File: src/rtl/rbs_pkg.sv
package rbs_pkg;
  typedef logic [3:0] abcd_t;

  // One bit of history: returns {new N, new N-1}
  function automatic logic [1:0] deb_step(input logic x, input logic n,
                                          input logic n1, input logic deb);
    if (deb && (n != x) && (x == n1)) return {x, ~n};
    else                              return {x, n};
  endfunction
endpackage

File: src/rtl/rbs_frame_ctr.sv
module rbs_frame_ctr #(
  parameter int FRAMES = 24
) (
  input  logic clk,
  input  logic rst,
  input  logic frame_stb,
  output logic xfer
);
  localparam int CW = (FRAMES > 1) ? $clog2(FRAMES) : 1;
  logic [CW-1:0] cnt;

  assign xfer = frame_stb && (cnt == CW'(FRAMES - 1));

  always_ff @(posedge clk) begin
    if (rst)            cnt <= '0;
    else if (xfer)      cnt <= '0;
    else if (frame_stb) cnt <= cnt + 1'b1;
  end
endmodule

File: src/rtl/rbs_slot_store.sv
module rbs_slot_store
  import rbs_pkg::*;
#(
  parameter int NSLOT = 32,
  parameter int SW    = $clog2(NSLOT)
) (
  input  logic             clk,
  input  logic             rst,
  input  logic             deb_en,
  input  logic             e1_mode,
  input  logic             sf_mode,
  input  logic             freeze,
  input  logic [NSLOT-1:0] ab_mode,
  input  logic             sig_vld,
  input  logic [SW-1:0]    sig_slot,
  input  abcd_t            sig_abcd,
  input  logic             xfer,
  input  logic [SW-1:0]    rd_slot,
  output abcd_t            old_n,
  output abcd_t            rd_nib
);
  abcd_t hist_n [NSLOT];
  abcd_t hist_p [NSLOT];
  abcd_t obuf   [NSLOT];
  abcd_t upd_n, upd_p;

  assign old_n  = hist_n[sig_slot];
  assign rd_nib = obuf[rd_slot];

  always_comb begin
    for (int b = 0; b < 4; b++) begin
      {upd_n[b], upd_p[b]} = deb_step(sig_abcd[b], hist_n[sig_slot][b],
                                      hist_p[sig_slot][b], deb_en);
    end
  end

  for (genvar g = 0; g < NSLOT; g++) begin : g_slot
    abcd_t packed_val;
    always_comb begin
      if (ab_mode[g] && !e1_mode && sf_mode)
        packed_val = {hist_p[g][3], hist_p[g][2],
                      freeze ? hist_p[g][3] : hist_n[g][3],
                      freeze ? hist_p[g][2] : hist_n[g][2]};
      else
        packed_val = hist_n[g];
    end

    always_ff @(posedge clk) begin
      if (rst) begin
        hist_n[g] <= '0;
        hist_p[g] <= '0;
        obuf[g]   <= '0;
      end else begin
        if (sig_vld && (sig_slot == SW'(g))) begin
          hist_n[g] <= upd_n;
          hist_p[g] <= upd_p;
        end
        if (xfer) obuf[g] <= packed_val;
      end
    end
  end

  // the input always becomes the newest history value
  a_r4_newest_is_input: assert property (@(posedge clk) disable iff (rst)
    sig_vld |=> hist_n[$past(sig_slot)] == $past(sig_abcd));
endmodule

File: src/rtl/rbs_chg_fifo.sv
module rbs_chg_fifo #(
  parameter int DEPTH = 8,
  parameter int W     = 9
) (
  input  logic         clk,
  input  logic         rst,
  input  logic         push,
  input  logic [W-1:0] din,
  input  logic         pop,
  output logic [W-1:0] head,
  output logic         nempty,
  output logic         ovf
);
  localparam int AW = (DEPTH > 1) ? $clog2(DEPTH) : 1;
  logic [W-1:0]  mem [DEPTH];
  logic [AW-1:0] wp, rp;
  logic [AW:0]   cnt;
  logic          full, wr_ok, rd_ok;

  assign full   = (cnt == (AW+1)'(DEPTH));
  assign nempty = (cnt != '0);
  assign wr_ok  = push && !full;
  assign rd_ok  = pop && nempty;
  assign head   = mem[rp];

  always_ff @(posedge clk) begin
    if (wr_ok) mem[wp] <= din;
  end

  always_ff @(posedge clk) begin
    if (rst) begin
      wp <= '0; rp <= '0; cnt <= '0; ovf <= 1'b0;
    end else begin
      if (wr_ok) wp <= (wp == AW'(DEPTH - 1)) ? '0 : wp + 1'b1;
      if (rd_ok) rp <= (rp == AW'(DEPTH - 1)) ? '0 : rp + 1'b1;
      if (wr_ok && !rd_ok)      cnt <= cnt + 1'b1;
      else if (rd_ok && !wr_ok) cnt <= cnt - 1'b1;
      if (push && full) ovf <= 1'b1;
    end
  end

  a_r11_ovf_sticky: assert property (@(posedge clk) disable iff (rst)
    ovf |=> ovf);
  a_r10_fill_count: assert property (@(posedge clk) disable iff (rst)
    (wr_ok && !rd_ok) |=> cnt == $past(cnt) + 1'b1);
  a_r10_nempty_after_push: assert property (@(posedge clk) disable iff (rst)
    push |=> nempty);
endmodule

File: src/rtl/rbs_sigbuf.sv
module rbs_sigbuf
  import rbs_pkg::*;
#(
  parameter int NSLOT  = 32,
  parameter int FRAMES = 24,
  parameter int DEPTH  = 8,
  localparam int SW    = $clog2(NSLOT)
) (
  input  logic             clk,
  input  logic             rst,
  input  logic             e1_mode,
  input  logic             sf_mode,
  input  logic             freeze,
  input  logic             deb_en,
  input  logic [NSLOT-1:0] ab_mode,
  input  logic [NSLOT-1:0] stk_en,
  input  logic             frame_stb,
  input  logic             sig_vld,
  input  logic [SW-1:0]    sig_slot,
  input  logic [3:0]       sig_abcd,
  input  logic [SW-1:0]    rd_slot,
  input  logic [1:0]       rd_phase,
  output logic             rd_bit,
  input  logic             chg_pop,
  output logic             chg_nempty,
  output logic             chg_ovf,
  output logic [SW-1:0]    chg_slot,
  output logic [3:0]       chg_abcd
);
  logic        xfer, chg_push;
  abcd_t       old_n, rd_nib;
  logic [1:0]  eff_phase;
  logic [SW+3:0] chg_head;

  rbs_frame_ctr #(.FRAMES(FRAMES)) u_fctr (
    .clk(clk), .rst(rst), .frame_stb(frame_stb), .xfer(xfer));

  rbs_slot_store #(.NSLOT(NSLOT), .SW(SW)) u_store (
    .clk(clk), .rst(rst), .deb_en(deb_en), .e1_mode(e1_mode),
    .sf_mode(sf_mode), .freeze(freeze), .ab_mode(ab_mode),
    .sig_vld(sig_vld), .sig_slot(sig_slot), .sig_abcd(sig_abcd),
    .xfer(xfer), .rd_slot(rd_slot), .old_n(old_n), .rd_nib(rd_nib));

  assign chg_push = sig_vld && stk_en[sig_slot] && (sig_abcd != old_n);

  rbs_chg_fifo #(.DEPTH(DEPTH), .W(SW + 4)) u_fifo (
    .clk(clk), .rst(rst), .push(chg_push), .din({sig_slot, sig_abcd}),
    .pop(chg_pop), .head(chg_head), .nempty(chg_nempty), .ovf(chg_ovf));

  assign chg_slot = chg_head[SW+3:4];
  assign chg_abcd = chg_head[3:0];

  // E1 AB-only: C and D positions repeat A and B
  assign eff_phase = (e1_mode && ab_mode[rd_slot]) ? {1'b0, rd_phase[0]} : rd_phase;

  always_ff @(posedge clk) begin
    if (rst) rd_bit <= 1'b0;
    else     rd_bit <= rd_nib[2'd3 - eff_phase];
  end

  a_r2_xfer_spacing: assert property (@(posedge clk) disable iff (rst)
    xfer |=> !xfer);
endmodule

File: config.mk
export PLATFORM = sky130hd
export DESIGN_NAME = rbs_sigbuf
export DESIGN_NICKNAME = d
export VERILOG_FILES = /design/src/rtl/rbs_pkg.sv /design/src/rtl/rbs_frame_ctr.sv /design/src/rtl/rbs_slot_store.sv /design/src/rtl/rbs_chg_fifo.sv /design/src/rtl/rbs_sigbuf.sv
export SDC_FILE = /design/constraint.sdc
export NUM_CORES = 1
export LEC_CHECK = 0
export ABC_AREA = 1
export ABC_CLOCK_PERIOD_IN_PS = 6600
export BUFFER_PORTS_ARGS = -buffer_cell sky130_fd_sc_hd__buf_2
export CAP_MARGIN = 5
export CORE_MARGIN = 4
export CORE_UTILIZATION = 50
export CTS_BUF_LIST = sky130_fd_sc_hd__clkbuf_8
export DETAILED_ROUTE_END_ITERATION = 6
export HOLD_SLACK_MARGIN = 0.12
export PLACE_DENSITY_LB_ADDON = 0.25
export SETUP_SLACK_MARGIN = 0.15
export SYNTH_ARGS = -nofsm -noshare
export SYNTH_HDL_FRONTEND = slang
export SYNTH_HIERARCHICAL = 1
export SYNTH_SLANG_ARGS = --single-unit
File: constraint.sdc
create_clock -name clk -period 6.6 [get_ports clk]
set_clock_uncertainty 0.05 [all_clocks]
set_input_delay 0.33 -clock clk [delete_from_list [all_inputs] [get_ports clk]]
set_output_delay 0.33 -clock clk [all_outputs]
set_load 0.02 [all_outputs]
== Word level (Yosys, flattened, before mapping) ==
Memory sizes are Yosys's and may differ from the RTL's. A register that Yosys moved wholly into a read port is not among the register bits.
Index checks and enable logic that the tools add are counted.

* Register bits after elaboration: 17
* Bits in latches: 0
* RAM bits: 456
* Memory bits (read-only): 0
* Output and inout port bits: 12
* Memories: 4

{| class="wikitable"
|+ Memories
! name !! words !! bits a word !! read ports !! clocked after Yosys merged registers in !! write ports !! line !! text
|-
| u_store.hist_n || 32 || 4 || 33 || 0 || 32 || rbs_slot_store.sv:22 || <nowiki>abcd_t hist_n [NSLOT];</nowiki>
|-
| u_store.hist_p || 32 || 4 || 33 || 0 || 32 || rbs_slot_store.sv:23 || <nowiki>abcd_t hist_p [NSLOT];</nowiki>
|-
| u_store.obuf || 32 || 4 || 1 || 0 || 32 || rbs_slot_store.sv:24 || <nowiki>abcd_t obuf [NSLOT];</nowiki>
|-
| u_fifo.mem || 8 || 9 || 1 || 1 || 1 || rbs_chg_fifo.sv:15 || <nowiki>logic [W-1:0] mem [DEPTH];</nowiki>
|}

* Add/subtract/negate cells: 6
* Multiply operators: 0
* Div/mod/pow operators: 0
* Magnitude comparators: 3
* Eq/ne operators: 44
* Shift-type cells: 0
* Mux-type cells: 312
* Bitwise gates (word level): 100
* Reduce and logical (&&, ||, !) cells: 121

{| class="wikitable"
|+ Operators by type and width
! cell !! count
|-
| $mux W4 || 130
|-
| $mux W1 || 174
|-
| $logic_and A1 B1 Y1 || 113
|-
| $or A1 B1 Y1 || 96
|-
| $eq A5 B5 Y1 const B || 17
|-
| $eq A5 B4 Y1 const B || 8
|-
| $eq A5 B3 Y1 const B || 4
|-
| $lt A5 B6 Y1 const B || 2
|-
| $mux W3 || 4
|-
| $bmux W1 S5 || 2
|-
| $eq A5 B2 Y1 const B || 2
|-
| $add A3 B1 Y3 const B || 2
|-
| $eq A3 B3 Y1 const B || 2
|-
| $add A5 B1 Y5 const B || 1
|-
| $eq A5 B1 Y1 const B || 1
|-
| $logic_not A5 Y1 || 1
|-
| $add A4 B1 Y4 const B || 1
|-
| $eq A1 B1 Y1 || 4
|-
| $eq A4 B4 Y1 const B || 1
|-
| $logic_not A1 Y1 || 4
|-
| $ne A1 B1 Y1 || 4
|-
| $ne A4 B4 Y1 || 1
|-
| $not A1 Y1 || 4
|-
| $reduce_bool A4 Y1 || 1
|-
| 7 further kinds || 7
|}

== Logic depth before layout (Yosys ltp) ==
Gate-level depths: netlist (run 1).

* Depth after elaboration: 9
* Mapped depth: 29

== Hierarchy ==
The synthesis (run 1) kept the hierarchy.

{| class="wikitable"
|+ Modules (own cells, without submodules)
! module !! times used !! cells an instance !! area each (µm²)
|-
| rbs_slot_store || 1 || 1809 || 16483.3
|-
| rbs_chg_fifo || 1 || 338 || 3671.0
|-
| rbs_sigbuf || 1 || 151 || 809.5
|-
| rbs_frame_ctr || 1 || 34 || 240.2
|}

== Worst setup path before layout (run 1) ==
OpenSTA, ideal clock, no wires.

* Kind: input port to flip-flop
* From: input sig_slot[1]
* To: register u_fifo.cnt[3]
* Arrival time: 3259 ps
* Data required time: 6441 ps
* Setup slack: 3183 ps
* Stages on the path: 23
* Path buffers: 2
* Cell sequence: buf_6 -> inv_4 -> nand2_1 -> clkbuf_1 -> o22ai_1 -> o21ai_0 -> nand4_1 -> nand2_1 -> nand2_1 -> xor2_1 -> nor4_1 -> nand3b_1 -> a21oi_1 -> nand2_4 -> inv_1 -> ha_1 -> inv_1 -> ha_1 -> or2_2 -> nand3_1 -> nand3_1 -> nand2_1 -> inv_1

* Elaborated cells between the ends (all ways): 12

{| class="wikitable"
|+ RTL lines
! element !! line !! text
|-
| start, declared || rbs_sigbuf.sv:19 || <nowiki>input logic [SW-1:0] sig_slot,</nowiki>
|-
| $mem_v2 Z32 W4 (*) || n/a ||
|-
| named net old_n[0] || rbs_sigbuf.sv:31 || <nowiki>abcd_t old_n, rd_nib;</nowiki>
|-
| $ne A4 B4 Y1 (*) || rbs_sigbuf.sv:44 || <nowiki>assign chg_push = sig_vld && stk_en[sig_slot] && (sig_abcd != old_n);</nowiki>
|-
| $logic_and A1 B1 Y1 (*) || rbs_sigbuf.sv:44 ||
|-
| named net chg_push || rbs_sigbuf.sv:30 || <nowiki>logic xfer, chg_push;</nowiki>
|-
| $logic_and A1 B1 Y1 (*) || rbs_chg_fifo.sv:22 || <nowiki>assign wr_ok = push && !full;</nowiki>
|-
| named net u_fifo.wr_ok || rbs_chg_fifo.sv:18 || <nowiki>logic full, wr_ok, rd_ok;</nowiki>
|-
| $logic_not A1 Y1 || rbs_chg_fifo.sv:37 || <nowiki>else if (rd_ok && !wr_ok) cnt <= cnt - 1'b1;</nowiki>
|-
| $logic_and A1 B1 Y1 || rbs_chg_fifo.sv:37 ||
|-
| $reduce_bool A2 Y1 (no line) || n/a ||
|-
| end signal, assigned || rbs_chg_fifo.sv:36 || <nowiki>if (wr_ok && !rd_ok) cnt <= cnt + 1'b1;</nowiki>
|-
| end signal, assigned || rbs_chg_fifo.sv:37 ||
|-
| end, declared || rbs_chg_fifo.sv:17 || <nowiki>logic [AW:0] cnt;</nowiki>
|}

Mark *: on every way through the listed nets, which the timed path passes. The rest lies on a longest branch. The select of a mux whose other input is x is not followed.
A chain may end at the register's enable or synchronous reset.

== Worst setup path after layout (run 1) ==
* From: input sig_slot[3]
* To: register u_fifo.cnt[3]

The elaborated chain is that of the path after synthesis.

==> results of run 1 <==
[cells by family (layout without fill, tap and decap cells)]
| logic type | count (synthesis) | after routing | share of synthesized area [%] |
|---|---|---|---|
| compound gates | 448 | 448 | 13.6 |
| xor+xnor | 8 | 8 | 0.330 |
| fa+ha+maj | 9 | 9 | 0.566 |
| buf+inv | 312 | 437 | 6.60 |
| flops | 412 | 412 | 57.4 |
| mux | 2 | 2 | 0.100 |
| other cells | 0 | 2 | 0 |
| simple gates | 1141 | 1141 | 21.4 |
[final cells by class]
class | count | area [sq um] | area share (%)
Clock buffer | 76 | 1050 | 4.50
Multi-Input combinational cell | 1608 | 7650 | 32.9
Antenna cell | 2 | 5.00 | 0.0215
Inverter | 184 | 711 | 3.06
Tap cell | 539 | 674 | 2.90
Sequential cell | 412 | 12200 | 52.4
Timing Repair Buffer | 130 | 761 | 3.27
Clock inverter | 47 | 214 | 0.921
[flip-flops by register name (all words and copies together) (netlist names), named ones only]
| signal | count |
|---|---|
| u_fctr/cnt | 5 |
| u_fifo/mem | 72 |
| u_fifo/cnt | 4 |
| rd_bit | 1 |
| u_fifo/rp | 3 |
| u_store/obuf | 128 |
| u_fifo/ovf | 1 |
| u_store/hist_n | 128 |
| u_fifo/wp | 3 |
| u_store/hist_p | 64 |
[worst max-delay path, cell delays in order]
cell and delay, ps:
dlygate4sd3_1 530, buf_2 270, nor2_1 840, nand2_1 180, nand2_1 120, nor2_1 50
nand2_1 90, nand2_1 80, inv_1 80, xor2_1 70, nor4_1 850, nand3b_1 200
a21oi_1 90, nand2_4 130, inv_1 70, ha_1 210, inv_1 140, ha_1 270
or2_2 320, nand3_1 90, nand3_1 70, nand2_1 60, inv_1 40
[final timing paths]
path                                          to  slack (ps)
worst max register to register     u_fifo/cnt[3]        2520
worst min-delay path            u_fifo/mem[3][8]         170
worst max-delay path               u_fifo/cnt[3]        1900
worst min register to register        u_fifo/ovf         400
[cells in the mapped netlist, drive strengths merged (8+ instances only)]
| library cell | count |
|---|---|
| clkbuf | 87 |
| a21oi | 21 |
| a211oi | 192 |
| nand2 | 460 |
| nand3 | 88 |
| edfxtp | 392 |
| ha | 8 |
| buf | 41 |
| o22ai | 46 |
| dfxtp | 20 |
| o21ai | 161 |
| inv | 181 |
| o221ai | 22 |
| nand4 | 9 |
| nor2 | 578 |
[layer usage]
layer | GRT usage (%) | share of wire [%] | vias to the layer above | wire [um]
li1 | - | - | 8178 | -
met1 | 38.7 | 39 | 8424 | 26000
met2 | 42.1 | 43 | 1151 | 28700
met3 | 7.53 | 12 | 198 | 8070
met4 | 13.2 | 5.0 | 0 | 3290
met5 | 0 | 0 | - | 0
[power by group]
part | total (W) | internal (W) | switching (W)
combinational | 0.00109 | 0.000303 | 0.000784
clock | 0.00210 | 0.00106 | 0.00104
sequential | 0.00310 | 0.00300 | 0.000102
total | 0.00629 | 0.00436 | 0.00192
[metrics by stage]
step | total power [W] | hold WS, ps | instance area [sq um] | setup slack [ps]
CTS | 0.00631 | 124 | 23200 | 2230
global route | 0.00657 | 138 | 23200 | 1730
global placement | 0.00418 | 393 | 21800 | 1720
finish | 0.00629 | 171 | 23200 | 1900
detailed placement | 0.00421 | 394 | 21800 | 1570
floorplan | 0.00386 | 349 | 21200 | 3180
[what timing repair did]
action                                  CTS  global route
endpoints found under the setup margin    0             0
endpoints found under the hold margin    65             0
hold buffers                             13             0
buffers inserted                          0             0
resized for setup                         0             0
==> results.cfg, run 1 <==
[floorplanning]
initial_core_util_pct = 50.6
ios = 101
rows = 75
dieWidth_um = 214
core_sq_um = 41900
fp.dieH_um = 214
dieArea_sq_um = 45800

[power_and_ir_drop]
powerDensity_nw_per_um2 = 271
p_leak_nw = 9.26
ir_worst_vdd_mv = 0.146

[timing]
setup_viol = 0
tightestPinTransition_ps = 1250
finalMaxSlewViolations = 0
finalCritPeriodShare_pct = 71.1
fmax_mhz = 213
rsz0062_at_grt = no
slew_headroom_pct = 16.3
finalCriticalPeriod_ps = 4700
tns_ps = 0
hold_violations = 0

[detailed_routing]
remaining_drc_errors = 6
num_vias = 18000
routed_wl_um = 66100
wl_per_cell_um = 22.0
drtIter0Drc = 2691
detail-route-antenna-nets = 0
via_per_inst = 5.99
firstDrtPassIters = 7

[outcome]
status = finished with violations
failed_checks = DRC

[hold_path]
hp-start = sig_slot[4]
whs_path_depth = 2
hp-class = input pin to flip-flop

[worst_setup_path]
arrival_ps = 5180
crit_type = input pin to flip-flop
startpoint_type = input pin
timing.rr.start = u_store/hist_n[24][2]
crit_start = sig_slot[3]
crit_required_ps = 7090
cp-end-kind = flip-flop
reg2reg_depth = 24
critPathMaxFanout = 15

[layout]
utilization_pct = 55.4
nFillCells = 3765
layout_common_cells = nor2_1 (568), nand2_1 (447), edfxtp_1 (392), inv_1 (194), a211oi_1 (192)
syn_to_final_growth_pct = 9.58
final_nets = 2506
final_cells = 2998
final_common_cell = nor2_1
drive_above_1_share_pct = 10.3

[synthesis]
synth_area_sq_um = 21200
yosysWarningCount = 6
avgSynthCellArea_sq_um = 9.09
synth_edf_count = 392
syn_nets = 2430
synth-seq-area-share_pct = 57.4
ys_seq_elements = 412
async_flop_share_pct = 0
yosys.cell_types.count = 44
synthCells = 2332
ys.flop_type = edfxtp_1
synth.area.top_cells = edfxtp_1 (56%), nor2_1 (10%), nand2_1 (7.9%), a211oi_1 (6.8%), inv_1 (3.0%)
synth_top_area_share_pct = 55.5
yosys.area.top_type = edfxtp_1

[clocking]
cts_buffers = 72
h-tree-depth = 3
clkSinkCount = 412
clock_path_buffers = 3
root_buffer = clkbuf_8
worstSkewPairLatency_ps = 650
cts_tree = done
path_clk_slew_ps = 60

[placed_design]
dp_hpwl_um = 46200
io_buffer_count = 100
gp_congestion = 1.03
placed_cells = 2860

[global_route]
grt_max_degree = 75
grt_pass1_vias = 16800
antenna_found_initial = 2
track_usage_pct = 28.2
grt_pass1_wl_um = 99700
overflow = 0

[run]
maxCapViolations = 0
No activity file was read; power rests on OpenSTA's default activity.
==> run 2, diff against run 1 <==
--- a/config.mk
+++ b/config.mk
@@ -6,7 +6,7 @@
 export NUM_CORES = 1
 export LEC_CHECK = 0
 export ABC_AREA = 1
-export ABC_CLOCK_PERIOD_IN_PS = 6600
+export ABC_CLOCK_PERIOD_IN_PS = 4900
 export BUFFER_PORTS_ARGS = -buffer_cell sky130_fd_sc_hd__buf_2
 export CAP_MARGIN = 5
 export CORE_MARGIN = 4
==> constraint.sdc (replaced) <==
create_clock -name clk -period 4.9 [get_ports clk]
set_clock_uncertainty 0.05 [all_clocks]
set_input_delay 0.245 -clock clk [delete_from_list [all_inputs] [get_ports clk]]
set_output_delay 0.245 -clock clk [all_outputs]
set_load 0.02 [all_outputs]
==> run 2 against run 1 <==
Net effect: the flow still finishes with violations (DRC); largest power group unchanged; combinational power rose by 35%; first-iteration DRC count fell by 16%; worst hold slack got worse by 11 ps; global-route usage rose by 0.70 points; via count fell by 0.22%; clock power rose by 39%; sequential share of layout area fell by 0.56 points; largest cell class unchanged; total power rose by 36%; register-to-register slack got worse by 1200 ps.
==> results.cfg, run 2 (synthesis gave the netlist of run 1 again) <==
[timing]
finalMaxSlewViolations = 0
finalCriticalPeriod_ps = 3890
tightestPinTransition_ps = 1190
finalCritPeriodShare_pct = 79.3
tns_ps = 0
rsz0062_at_grt = no
hold_violations = 0
slew_headroom_pct = 20.6
setup_viol = 0
setup_ws_ps = 1010
fmax_mhz = 257

[detailed_routing]
routed-wl-met3_um = 7350
drtIter0Drc = 2256
num_vias = 17900
wl_per_cell_um = 22.5
wl_met2_um = 30900
remaining_drc_errors = 4
firstDrtPassIters = 7
detail-route-antenna-nets = 0
top_layer_used = met4
via_per_inst = 5.93
routed_wl_um = 68000
wl_met1_um = 27200

[worst_setup_path]
slowest_stage = dlygate4sd3_1
crit_start = sig_slot[3]
startpoint_type = input pin
reg2reg_depth = 23
crit_end = u_fifo/cnt[3]
timing.rr.start = u_store/hist_n[15][3]
crit_family = simple AND/OR/NAND/NOR gates
cp_slowest_stage_delay_ps = 530
crit_required_ps = 5390
cp-end-kind = flip-flop
worstSetupPathDepth = 25
path_common_cell = nand2_1
critPathBufInv = 8
arrival_ps = 4380
critPathMaxFanout = 15
crit_type = input pin to flip-flop
r2r-end = u_fifo/cnt[3]
worst-r2r-setup-slack_ps = 1310

[clocking]
postCtsSetupBuffers = 0
clkSinkCount = 412
path_clk_slew_ps = 60
ctsResizeCount = 0
clock_path_buffers = 3
cts_tree = done
cts_buffers = 70
worstSkewPairLatency_ps = 660
root_buffer = clkbuf_8
hold_buffers = 19
h-tree-depth = 3

[global_route]
grt_max_degree = 74
grt_pass1_wl_um = 101000
track_usage_pct = 28.9
overflow = 0
antenna_found_initial = 4
grt_pass1_vias = 16600

[placed_design]
dp_hpwl_um = 48200
dp_slack_ps = 567
gp_congestion = 0.978
io_buffer_count = 100

[floorplanning]
dieWidth_um = 214
fp.dieH_um = 214
ios = 101
initial_core_util_pct = 50.6
dieArea_sq_um = 45800
rows = 75
core_sq_um = 41900

[power_and_ir_drop]
ir_worst_vdd_mv = 0.272
total_power_w = 0.00856
p_leak_nw = 9.38
powerDensity_nw_per_um2 = 365

[run]
maxCapViolations = 0

[layout]
layout_common_cells = nor2_1 (568), nand2_1 (447), edfxtp_1 (392), inv_1 (193), a211oi_1 (192)
final_nets = 2525
drive_above_1_share_pct = 10.8
reg_top3 = u_store/hist_n (128), u_store/obuf (128), u_fifo/mem (72)
final_common_cell = nor2_1
nFillCells = 3781
syn_to_final_growth_pct = 10.8

[hold_path]
hp-class = input pin to flip-flop

[outcome]
failed_checks = DRC
status = finished with violations
-- run 2: metal layers --
layer	vias up	track usage, %
li1	8226	-
met1	8515	39.6
met2	1008	45.8
met3	163	5.99
met4	0	10.8
met5	-	0
-- run 2: where the power goes --
part           total (W)  switching [W]  internal [W]
registers        0.00417       0.000141       0.00403
logic            0.00147        0.00105      0.000420
clock network    0.00292        0.00140       0.00151
total            0.00856        0.00260       0.00597
-- run 2: layout make-up --
cell class	count	area, sq um	area share, %
sequential	412	12200	51.8
multi-input combinational	1608	7650	32.6
clock buffer	74	1020	4.34
timing repair buffer	151	958	4.08
inverter	184	711	3.03
tap	539	674	2.87
clock inverter	50	287	1.22
antenna	5	12.5	0.0533
-- run 2: worst min path at each step --
stage / to / cells past startpoint / start / slack, ps
final: u_store/obuf[10][2] / 3 / ab_mode[10] / 160
after global routing: u_store/obuf[10][2] / 3 / ab_mode[10] / 180
after CTS: u_store/obuf[10][2] / 3 / ab_mode[10] / 120
after detailed placement: u_fifo/ovf / 2 / u_fifo/ovf / 390
after global placement: u_fifo/ovf / 2 / u_fifo/ovf / 390
after floorplan: u_fifo/ovf / 1 / rst / 260
-- run 2: worst min-delay path: stages --
cell,delay [ps]
buf_2,110
nand2_1,220
a211oi_1,120
-- run 2: per-stage QoR --
stage / area [sq um] / cells / hold WS [ps] / util (%)
4_1_cts: 23500 / 3018 / 122 / 56.0
3_5_place_dp: 22000 / 2875 / 394 / 52.4
2_1_floorplan: 21200 / 2332 / 264 / -
6_report: 23500 / 3023 / 160 / 56.0
5_1_grt: 23500 / 3022 / 177 / 56.0
3_3_place_gp: 22000 / 2875 / 392 / 52.4
